--- config.mk ---
export PLATFORM = sky130hd
export DESIGN_NAME = seq_ctrl
export DESIGN_NICKNAME = d
export VERILOG_FILES = /design/src/rtl/seq_pkg.sv /design/src/rtl/seq_fetch_timer.sv /design/src/rtl/seq_counter.sv /design/src/rtl/seq_fsm.sv /design/src/rtl/seq_ctrl.sv
export SDC_FILE = /design/constraint.sdc
export NUM_CORES = 1
export LEC_CHECK = 0
export BUFFER_PORTS_ARGS = -buffer_cell sky130_fd_sc_hd__buf_2
export CAP_MARGIN = 20
export CORE_MARGIN = 2
export CORE_UTILIZATION = 27
export DETAILED_ROUTE_END_ITERATION = 8
export SLEW_MARGIN = 20
export SYNTH_ARGS = -nofsm -noshare
export SYNTH_HDL_FRONTEND = slang
export SYNTH_SLANG_ARGS = --single-unit
--- constraint.sdc ---
create_clock -name clk -period 5.2 [get_ports clk]
set_input_delay 1.04 -clock clk [delete_from_list [all_inputs] [get_ports clk]]
set_output_delay 1.04 -clock clk [all_outputs]
set_load 0.1 [all_outputs]
--- src/rtl/seq_pkg.sv ---
package seq_pkg;
  localparam int ST_W = 4;

  typedef enum logic [ST_W-1:0] {
    ST_IDLE    = 4'd0,
    ST_RUN     = 4'd1,
    ST_IWAIT   = 4'd2,
    ST_IRETRY  = 4'd3,
    ST_DXLAT   = 4'd4,
    ST_DWAIT   = 4'd5,
    ST_DRETRY  = 4'd6,
    ST_SWOUT   = 4'd7,
    ST_DRAINED = 4'd8
  } seq_state_e;
endpackage

--- src/rtl/seq_fetch_timer.sv ---
// Countdown before a fetch is due; loaded on wake, forced to zero outside run.
module seq_fetch_timer #(
  parameter int DELAY_W = 4
) (
  input  logic               clk,
  input  logic               rst_n,
  input  logic               load_i,
  input  logic [DELAY_W-1:0] load_val_i,
  input  logic               run_i,
  output logic               due_o
);
  logic [DELAY_W-1:0] cnt_q, cnt_d;
  logic               cnt_en;

  assign cnt_en = load_i || (cnt_q != '0);

  always_comb begin
    cnt_d = cnt_q;
    if (load_i)              cnt_d = load_val_i;
    else if (!run_i)         cnt_d = '0;
    else if (cnt_q != '0)    cnt_d = cnt_q - 1'b1;
  end

  always_ff @(posedge clk or negedge rst_n) begin
    if (!rst_n)      cnt_q <= '0;
    else if (cnt_en) cnt_q <= cnt_d;
  end

  assign due_o = (cnt_q == '0);
endmodule

--- src/rtl/seq_counter.sv ---
module seq_counter #(
  parameter int W = 16
) (
  input  logic         clk,
  input  logic         rst_n,
  input  logic         en_i,
  output logic [W-1:0] cnt_o
);
  logic [W-1:0] cnt_q;

  always_ff @(posedge clk or negedge rst_n) begin
    if (!rst_n)    cnt_q <= '0;
    else if (en_i) cnt_q <= cnt_q + 1'b1;
  end

  assign cnt_o = cnt_q;
endmodule

--- src/rtl/seq_fsm.sv ---
module seq_fsm
  import seq_pkg::*;
(
  input  logic       clk,
  input  logic       rst_n,
  input  logic       activate_i,
  input  logic       suspend_i,
  input  logic       switch_out_i,
  input  logic       takeover_i,
  input  logic       drain_req_i,
  input  logic       resume_i,
  input  logic       ifetch_fault_i,
  input  logic       imem_gnt_i,
  input  logic       imem_rsp_i,
  input  logic       is_mem_i,
  input  logic       is_pref_i,
  input  logic       exec_fault_i,
  input  logic       dxlat_done_i,
  input  logic       dxlat_fault_i,
  input  logic       dmem_gnt_i,
  input  logic       dmem_rsp_i,
  input  logic       due_i,
  output seq_state_e state_o,
  output logic       load_o,
  output logic       imem_req_o,
  output logic       dmem_req_o,
  output logic       retire_o,
  output logic       active_o,
  output logic       drain_done_o
);
  seq_state_e st_q, st_d;
  logic spend_q, spend_d;
  logic dpend_q, dpend_d;
  logic pref_q;
  logic done_q, done_d;
  logic busy, complete, retire, fetch_go, pref_en;

  assign busy = (st_q inside {ST_IWAIT, ST_IRETRY, ST_DXLAT, ST_DWAIT, ST_DRETRY});

  // Fetch is attempted in run only when nothing of higher priority is asked.
  assign fetch_go = (st_q == ST_RUN) && due_i && !switch_out_i &&
                    !suspend_i && !drain_req_i;

  assign imem_req_o = (fetch_go && !ifetch_fault_i) || (st_q == ST_IRETRY);
  assign dmem_req_o = ((st_q == ST_DXLAT) && dxlat_done_i && !dxlat_fault_i) ||
                      (st_q == ST_DRETRY);
  assign load_o     = (st_q == ST_IDLE) && activate_i && !switch_out_i;
  assign active_o   = !(st_q inside {ST_IDLE, ST_SWOUT, ST_DRAINED});
  assign pref_en    = (st_q == ST_IWAIT) && imem_rsp_i && is_mem_i;

  always_comb begin
    st_d     = st_q;
    spend_d  = spend_q;
    dpend_d  = dpend_q;
    done_d   = 1'b0;
    complete = 1'b0;
    retire   = 1'b0;

    if (busy) begin
      if (drain_req_i) dpend_d = 1'b1;
      if (suspend_i)   spend_d = 1'b1;
    end

    case (st_q)
      ST_IDLE: begin
        done_d = drain_req_i;
        if (switch_out_i)    st_d = ST_SWOUT;
        else if (activate_i) st_d = ST_RUN;
      end
      ST_RUN: begin
        if (switch_out_i) begin
          st_d   = ST_SWOUT;
          done_d = drain_req_i;
        end else if (suspend_i) begin
          st_d   = ST_IDLE;
          done_d = drain_req_i;
        end else if (drain_req_i) begin
          st_d   = ST_DRAINED;
          done_d = 1'b1;
        end else if (due_i && !ifetch_fault_i) begin
          st_d = imem_gnt_i ? ST_IWAIT : ST_IRETRY;
        end
      end
      ST_IRETRY: begin
        if (imem_gnt_i) st_d = ST_IWAIT;
      end
      ST_IWAIT: begin
        if (imem_rsp_i) begin
          if (is_mem_i) begin
            st_d = ST_DXLAT;
          end else begin
            complete = 1'b1;
            retire   = !exec_fault_i;
          end
        end
      end
      ST_DXLAT: begin
        if (dxlat_done_i) begin
          if (dxlat_fault_i) begin
            complete = 1'b1;
            retire   = pref_q;
          end else begin
            st_d = dmem_gnt_i ? ST_DWAIT : ST_DRETRY;
          end
        end
      end
      ST_DRETRY: begin
        if (dmem_gnt_i) st_d = ST_DWAIT;
      end
      ST_DWAIT: begin
        if (dmem_rsp_i) begin
          complete = 1'b1;
          retire   = !exec_fault_i;
        end
      end
      ST_SWOUT: begin
        done_d = drain_req_i;
        if (takeover_i) st_d = ST_RUN;
      end
      ST_DRAINED: begin
        if (resume_i) st_d = ST_RUN;
      end
      default: st_d = ST_IDLE;
    endcase

    if (complete) begin
      if (dpend_d) begin
        st_d   = ST_DRAINED;
        done_d = 1'b1;
      end else if (spend_d) begin
        st_d = ST_IDLE;
      end else begin
        st_d = ST_RUN;
      end
      dpend_d = 1'b0;
      spend_d = 1'b0;
    end
  end

  always_ff @(posedge clk or negedge rst_n) begin
    if (!rst_n) begin
      st_q    <= ST_IDLE;
      spend_q <= 1'b0;
      dpend_q <= 1'b0;
      done_q  <= 1'b0;
    end else begin
      st_q    <= st_d;
      spend_q <= spend_d;
      dpend_q <= dpend_d;
      done_q  <= done_d;
    end
  end

  always_ff @(posedge clk or negedge rst_n) begin
    if (!rst_n)       pref_q <= 1'b0;
    else if (pref_en) pref_q <= is_pref_i;
  end

  assign state_o      = st_q;
  assign retire_o     = retire;
  assign drain_done_o = done_q;
endmodule

--- src/rtl/seq_ctrl.sv ---
module seq_ctrl
  import seq_pkg::*;
#(
  parameter int DELAY_W = 4,
  parameter int CNT_W   = 16
) (
  input  logic               clk,
  input  logic               rst_n,
  input  logic               activate_i,
  input  logic [DELAY_W-1:0] act_delay_i,
  input  logic               suspend_i,
  input  logic               switch_out_i,
  input  logic               takeover_i,
  input  logic               drain_req_i,
  input  logic               resume_i,
  output logic               drain_done_o,
  input  logic               ifetch_fault_i,
  output logic               imem_req_o,
  input  logic               imem_gnt_i,
  input  logic               imem_rsp_i,
  input  logic               is_mem_i,
  input  logic               is_pref_i,
  input  logic               exec_fault_i,
  input  logic               dxlat_done_i,
  input  logic               dxlat_fault_i,
  output logic               dmem_req_o,
  input  logic               dmem_gnt_i,
  input  logic               dmem_rsp_i,
  output logic [ST_W-1:0]    state_o,
  output logic [CNT_W-1:0]   cycle_cnt_o,
  output logic [CNT_W-1:0]   retire_cnt_o
);
  localparam int NUM_CNT = 2;

  seq_state_e         st;
  logic               load, due, retire, active;
  logic [NUM_CNT-1:0] cnt_en;
  logic [CNT_W-1:0]   cnt_val [NUM_CNT];

  seq_fsm u_fsm (
    .clk            (clk),
    .rst_n          (rst_n),
    .activate_i     (activate_i),
    .suspend_i      (suspend_i),
    .switch_out_i   (switch_out_i),
    .takeover_i     (takeover_i),
    .drain_req_i    (drain_req_i),
    .resume_i       (resume_i),
    .ifetch_fault_i (ifetch_fault_i),
    .imem_gnt_i     (imem_gnt_i),
    .imem_rsp_i     (imem_rsp_i),
    .is_mem_i       (is_mem_i),
    .is_pref_i      (is_pref_i),
    .exec_fault_i   (exec_fault_i),
    .dxlat_done_i   (dxlat_done_i),
    .dxlat_fault_i  (dxlat_fault_i),
    .dmem_gnt_i     (dmem_gnt_i),
    .dmem_rsp_i     (dmem_rsp_i),
    .due_i          (due),
    .state_o        (st),
    .load_o         (load),
    .imem_req_o     (imem_req_o),
    .dmem_req_o     (dmem_req_o),
    .retire_o       (retire),
    .active_o       (active),
    .drain_done_o   (drain_done_o)
  );

  seq_fetch_timer #(.DELAY_W(DELAY_W)) u_timer (
    .clk        (clk),
    .rst_n      (rst_n),
    .load_i     (load),
    .load_val_i (act_delay_i),
    .run_i      (st == ST_RUN),
    .due_o      (due)
  );

  assign cnt_en[0] = active;
  assign cnt_en[1] = retire;

  for (genvar g = 0; g < NUM_CNT; g++) begin : g_cnt
    seq_counter #(.W(CNT_W)) u_cnt (
      .clk   (clk),
      .rst_n (rst_n),
      .en_i  (cnt_en[g]),
      .cnt_o (cnt_val[g])
    );
  end

  assign cycle_cnt_o  = cnt_val[0];
  assign retire_cnt_o = cnt_val[1];
  assign state_o      = st;
endmodule

==> metrics.cfg, run 1 <==
[detailed_routing]
drtIter0Drc=80
routed-via-count=1932
routedWlPerCell_um=14.21
drc=0
drtAntennaViolNets=0
dr.pass1.iters=4
via_per_inst=4.891
routed_wl_um=5613

[setup_path]
rr_worst_depth=4
crit_fanout=4
end_kind=primary output
crit_path_start_kind=input pin
cp.arrival_ns=2.34
crit_required_ns=4.16
crit_type=input pin to primary output

[timing]
period_needed_ns=3.377
worstMarginPinSlew_ns=0.7276
rsz0062_at_grt=false
post-route-period-util_pct=64.94
drv_slew=0
skew_ns=0.01048
setup_viol=0
slew_headroom_pct=51.50
fmax_ghz=0.2961
setup_tns_ns=0
hold_viol_final=0

[hold_path]
min_path_cells=1
hp-class=flip-flop to flip-flop

[final_layout]
postLayoutCoreUtil_pct=33.30
fill_cells=885
syn2layout_area_growth_pct=19.45
multiInputGateArea_um2=1210
seq_area_um2=1101
num_antenna_cells=0
layout.nets=312
final_layout_size_suffix_gt1_share_pct=29.62

[pwr]
pwr_density_cell_nw_per_um2=643.2
vdd_ir_drop_max_uv=262.5
p_leak_nw=1.398

[global_route]
grt_usage_pct=11.63
grt_pass1_wl_um=9404
grt_pass1_vias=1934
antenna_found_initial=0
gr-total-overflow=0
grt_max_degree=45

[clocking]
htreeDepth=2
cts.clk_slew.worst_paths_ns=0.09
root_buffer=clkbuf_8
insertion_delay_ns=0.29
cts_buffers=5
postCtsHoldBufs=0
cts_tree=built
clkSinkCount=44
clk_path_buf_depth=2
cts_resized=0
post-cts-setup-buffers=0

[synth]
synth.avg_cell_area_um2=10.62
synth_edf_count=0
yosysSeqAreaShare_pct=45.29
async_reset_ff_share_pct=100.0
synth_nets=255
syn_area_um2=2431
synthCells=229
synth-seq-cells=44
synth_top_flop_cell=dfrtp_1
ys.warnings.count=0
ys_types=53

[floorplan]
die_h_um=98.89
start_util_pct=27.88
die_w_um=98.89
io_pins=61
rows=34
die_area_um2=9779
core_region_area_um2=8721

[outcome]
status=finished clean

[place]
hpwl_um=4099
port_buffers=60
place.gp.congestion=0.8608

[job]
drv_cap=0

-- final cells by class --
class	count	area share, %
multi-input cells	166	41.66
repair buffers	60	10.43
clock inverters	2	1.336
flip-flops and latches	44	37.91
well taps	108	4.653
inverters	9	1.163
clock buffers	6	2.844
-- worst paths after layout --
path / from / to / slack, ns
min in group asynchronous: rst_n / g_cnt[0].u_cnt.cnt_o[8]$_DFFE_PN0N_ / 0.75
max reg2reg: u_fsm.state_o[1]$_DFFE_PN0P_ / g_cnt[1].u_cnt.cnt_o[1]$_DFFE_PN0P_ / 2.75
min: g_cnt[0].u_cnt.cnt_o[15]$_DFFE_PN0N_ / g_cnt[0].u_cnt.cnt_o[15]$_DFFE_PN0N_ / 0.47
max in group asynchronous: rst_n / u_fsm.drain_done_o$_DFF_PN0_ / 4.06
min reg2reg: g_cnt[0].u_cnt.cnt_o[15]$_DFFE_PN0N_ / g_cnt[0].u_cnt.cnt_o[15]$_DFFE_PN0N_ / 0.47
max: switch_out_i / imem_req_o / 1.82
-- placed cells by master (no fill, tap or decap), types with 8 or more instances in the layout --
cell type,synthesis,layout
buf_2,1,59
and3_1,10,10
xor2_1,8,8
inv_1,9,9
nand4_1,12,12
xnor2_1,24,24
nand2_1,13,13
dfrtp_1,44,44
nand3_1,10,10
nor2_1,11,11
-- Yosys cell counts, types with 2 or more instances --
| cell | n | area [µm²] |
|---|---|---|
| dfrtp_1 | 44 | 1101 |
| xnor2_1 | 24 | 210.2 |
| nand2_1 | 13 | 48.80 |
| nand4_1 | 12 | 75.07 |
| nor2_1 | 11 | 41.29 |
| and3_1 | 10 | 62.56 |
| nand3_1 | 10 | 50.05 |
| inv_1 | 9 | 33.78 |
| xor2_1 | 8 | 70.07 |
| and4_1 | 7 | 61.31 |
| nor3_1 | 7 | 35.03 |
| a21oi_1 | 6 | 30.03 |
| and2_1 | 4 | 25.02 |
| buf_6 | 4 | 45.04 |
| ha_1 | 4 | 50.05 |
| or3_1 | 4 | 25.02 |
| mux2_2 | 3 | 33.78 |
| nand2b_1 | 3 | 18.77 |
| nor4bb_1 | 3 | 30.03 |
| a211oi_1 | 2 | 15.01 |
| a22oi_1 | 2 | 15.01 |
| a31oi_1 | 2 | 12.51 |
| buf_4 | 2 | 15.01 |
| clkbuf_1 | 2 | 7.510 |
| nand3b_1 | 2 | 15.01 |
| o21a_1 | 2 | 15.01 |
| o21ai_0 | 2 | 10.01 |
| o32ai_1 | 2 | 17.52 |
-- report_power, final --
part / total, mW / leakage, nW / switching, mW / internal [mW]
sequential: 0.573 / 0.578 / 0.144 / 0.429
clock: 0.276 / 0.0614 / 0.119 / 0.157
combinational: 1.02 / 0.758 / 0.745 / 0.273
total: 1.87 / 1.40 / 1.01 / 0.859
-- critical path, stage by stage --
cell and delay, ns:
buf_2 0.12, nor3_1 0.33, and2_1 0.22, nand2_1 0.06
o32ai_1 0.10, buf_2 0.47
-- layer usage --
metal  vias up  global-route usage (%)  wire length, µm
met1       945                   16.16             2761
met2        42                   18.40             2548
met4         0                   2.107               15
li1        943                       -                -
met5         -                       0                0
met3         2                   3.191              288
-- sequential cells by signal, summed over array words and instances, names as in the netlist --
signal              count
u_fsm.pref_q            1
u_fsm.dpend_q           1
u_fsm.drain_done_o      1
u_timer.cnt_q           4
g_cnt.u_cnt.cnt_o      32
u_fsm.state_o           4
u_fsm.spend_q           1
-- cell families after synthesis --
| kind of cell | share of synthesized area, % |
|---|---|
| adders and majority gates | 2.059 |
| DFF | 45.29 |
| muxes | 1.801 |
| AOI/OAI and AO/OA | 9.418 |
| xor gates and xnor gates | 11.53 |
| and+or+nand+nor | 24.96 |
| buffers and inverters | 4.940 |
-- through the flow --
stage | total power, mW | setup WS (ns) | cell area (µm²) | hold WS [ns] | cells
global placement | 1.594 | 1.874 | 2780 | 0.4517 | 387
finish | 1.868 | 1.823 | 2904 | 0.4671 | 395
detailed placement | 1.603 | 1.832 | 2780 | 0.4629 | 387
CTS | 1.887 | 1.833 | 2902 | 0.4749 | 395
floorplan | 1.448 | 0.4624 | 2431 | 0.4494 | 229
global route | 1.995 | 1.703 | 2904 | 0.4873 | 395
No activity file was read; power rests on OpenSTA's default activity.
==> inputs of run 2 (changes only) <==
==> constraint.sdc (replaced) <==
create_clock -name clk -period 3.13 [get_ports clk]
set_input_delay 0.626 -clock clk [delete_from_list [all_inputs] [get_ports clk]]
set_output_delay 0.626 -clock clk [all_outputs]
set_load 0.1 [all_outputs]
==> metrics.cfg, run 2 (synthesis gave the netlist of run 1 again) <==
[outcome]
status=finished clean  ; unchanged

[setup_path]
cp.arrival_ns=2.16  ; was 2.34 ns
end_kind=primary output  ; unchanged
path_buf_inv=1  ; was 2
crit_required_ns=2.50  ; was 4.16 ns
max_stage_delay_ns=0.55  ; was 0.47 ns
cp_slowest_cell=dfrtp_1  ; was buf_2
rr_worst_depth=4  ; unchanged
cp_top_family=simple AND/OR/NAND/NOR gates  ; unchanged
cp_cell_sequence=nor3_1 -> and2_1 -> nand2_1 -> o32ai_4 -> buf_2  ; was buf_2 -> nor3_1 -> and2_1 -> nand2_1 -> o32ai_1 -> buf_2
crit_path_start_kind=flip-flop  ; was input pin
rr_endpoint=g_cnt[1].u_cnt.cnt_o[1]$_DFFE_PN0P_  ; unchanged
crit_fanout=14  ; was 4
crit_type=flip-flop to primary output  ; was input pin to primary output
worstReg2RegStart=u_fsm.state_o[1]$_DFFE_PN0P_  ; unchanged
rrSetupSlack_ns=0.69  ; was 2.75 ns

[detailed_routing]
drtIter0Drc=143  ; was 80
drc=0  ; unchanged
via_per_inst=4.907  ; was 4.891
dr.pass1.iters=4  ; unchanged
routed_wl_um=5550  ; was 5613 µm
routedWlPerCell_um=14.02  ; was 14.21 µm
routed-via-count=1943  ; was 1,932
drtAntennaViolNets=0  ; unchanged

[final_layout]
num_antenna_cells=0  ; unchanged
final_cell_mix=buf_2, dfrtp_1, xnor2_1  ; unchanged
syn2layout_area_growth_pct=20.43  ; was 19.45%
layout.nets=313  ; was 312
final_layout_size_suffix_gt1_share_pct=30.21  ; was 29.62%
largest_reg_flops=32  ; unchanged
seq_area_um2=1101  ; unchanged
multiInputGateArea_um2=1240  ; was 1210 µm²
fill_cells=905  ; was 885
postLayoutCoreUtil_pct=33.57  ; was 33.30%
mostFrequentLayoutCell=buf_2  ; unchanged

[floorplan]
die_area_um2=9779  ; unchanged
start_util_pct=27.88  ; unchanged
rows=34  ; unchanged
core_region_area_um2=8721  ; unchanged
io_pins=61  ; unchanged
die_h_um=98.89  ; unchanged
die_w_um=98.89  ; unchanged

[hold_path]
hp-class=input pin to async pin  ; was flip-flop to flip-flop

[pwr]
p_leak_nw=1.404  ; was 1.398 nW
pwr_density_cell_nw_per_um2=1060  ; was 643.2 nW/µm²
vdd_ir_drop_max_uv=674.9  ; was 262.5 µV

[timing]
setup_viol=0  ; unchanged
post-route-period-util_pct=89.03
slew_headroom_pct=52.99  ; was 51.50%
setup_tns_ns=0  ; unchanged
skew_ns=0.005034  ; was 0.01048 ns
worstMarginPinSlew_ns=0.7052  ; was 0.7276 ns
rsz0062_at_grt=false  ; unchanged
drv_slew=0  ; unchanged
fmax_ghz=0.3589
hold_viol_final=0  ; unchanged
period_needed_ns=2.787

[place]
hpwl_um=4159  ; was 4099 µm
place.gp.congestion=0.7982  ; was 0.8608
port_buffers=60  ; unchanged

[global_route]
grt_pass1_vias=1798  ; was 1,934
antenna_found_initial=0  ; unchanged
gr-total-overflow=0  ; unchanged
grt_max_degree=45  ; unchanged
grt_pass1_wl_um=9080  ; was 9404 µm
grt_usage_pct=11.38  ; was 11.63%

[clocking]
clk_path_buf_depth=2  ; unchanged
cts_tree=built  ; unchanged
insertion_delay_ns=0.29  ; about the same
post-cts-setup-buffers=0  ; unchanged
postCtsHoldBufs=0  ; unchanged
clkSinkCount=44  ; unchanged
root_buffer=clkbuf_8  ; unchanged
cts_resized=0  ; unchanged
cts_buffers=5  ; unchanged
cts.clk_slew.worst_paths_ns=0.08  ; was 0.09 ns
htreeDepth=2  ; unchanged

[job]
drv_cap=0  ; unchanged

-- run 2: cell type report --
| class | instances | area share (%) |
|---|---|---|
| inverter | 9 | 1.154 |
| tap | 108 | 4.615 |
| timing repair buffer | 61 | 10.60 |
| clock inverter | 2 | 1.197 |
| clock buffer | 6 | 2.479 |
| sequential | 44 | 37.61 |
| multi-input combinational | 166 | 42.35 |
-- run 2: stage by stage --
step	hold WS, ns	setup WS (ns)	area (µm²)	cells	power (mW)
6_report	0.3255	0.3433	2928	396	3.104
3_5_place_dp	0.4613	0.5458	2818	388	2.700
4_1_cts	0.4724	0.3273	2925	396	3.141
5_1_grt	0.3676	0.1771	2928	396	3.301
2_1_floorplan	0.3304	0.2234	2461	229	2.437
3_3_place_gp	0.4558	0.6055	2818	388	2.686
-- run 2: power by group --
| group | leakage, nW | total, mW | internal (mW) | switching, mW |
|---|---|---|---|---|
| Clock | 0.0552 | 0.422 | 0.237 | 0.185 |
| Sequential | 0.578 | 0.951 | 0.713 | 0.238 |
| Combinational | 0.770 | 1.73 | 0.471 | 1.26 |
-- run 2: how the worst max path moves through the flow --
stage                                 startpoint          to  cells past startpoint
floorplan           u_fsm.state_o[0]$_DFFE_PN0P_  imem_req_o                      6
global route        u_fsm.state_o[3]$_DFFE_PN0P_  imem_req_o                      5
CTS                 u_fsm.state_o[3]$_DFFE_PN0P_  imem_req_o                      5
finish              u_fsm.state_o[3]$_DFFE_PN0P_  imem_req_o                      5
detailed placement                  switch_out_i  imem_req_o                      6
global placement                    switch_out_i  imem_req_o                      6
-- run 2: worst register-to-register path, stage by stage (launching register included) --
cell      delay [ns]
dfrtp_1         0.75
nor4bb_1        0.43
a22oi_2         0.17
o22ai_2         0.58
mux2_2          0.41
-- run 2: metal layers --
layer	vias up	global-route usage, %	part of all wire (%)
met5	-	0	0
met4	0	2.634	0.27
met3	2	3.050	5.7
met2	51	16.94	46
met1	943	16.49	48
li1	947	-	-
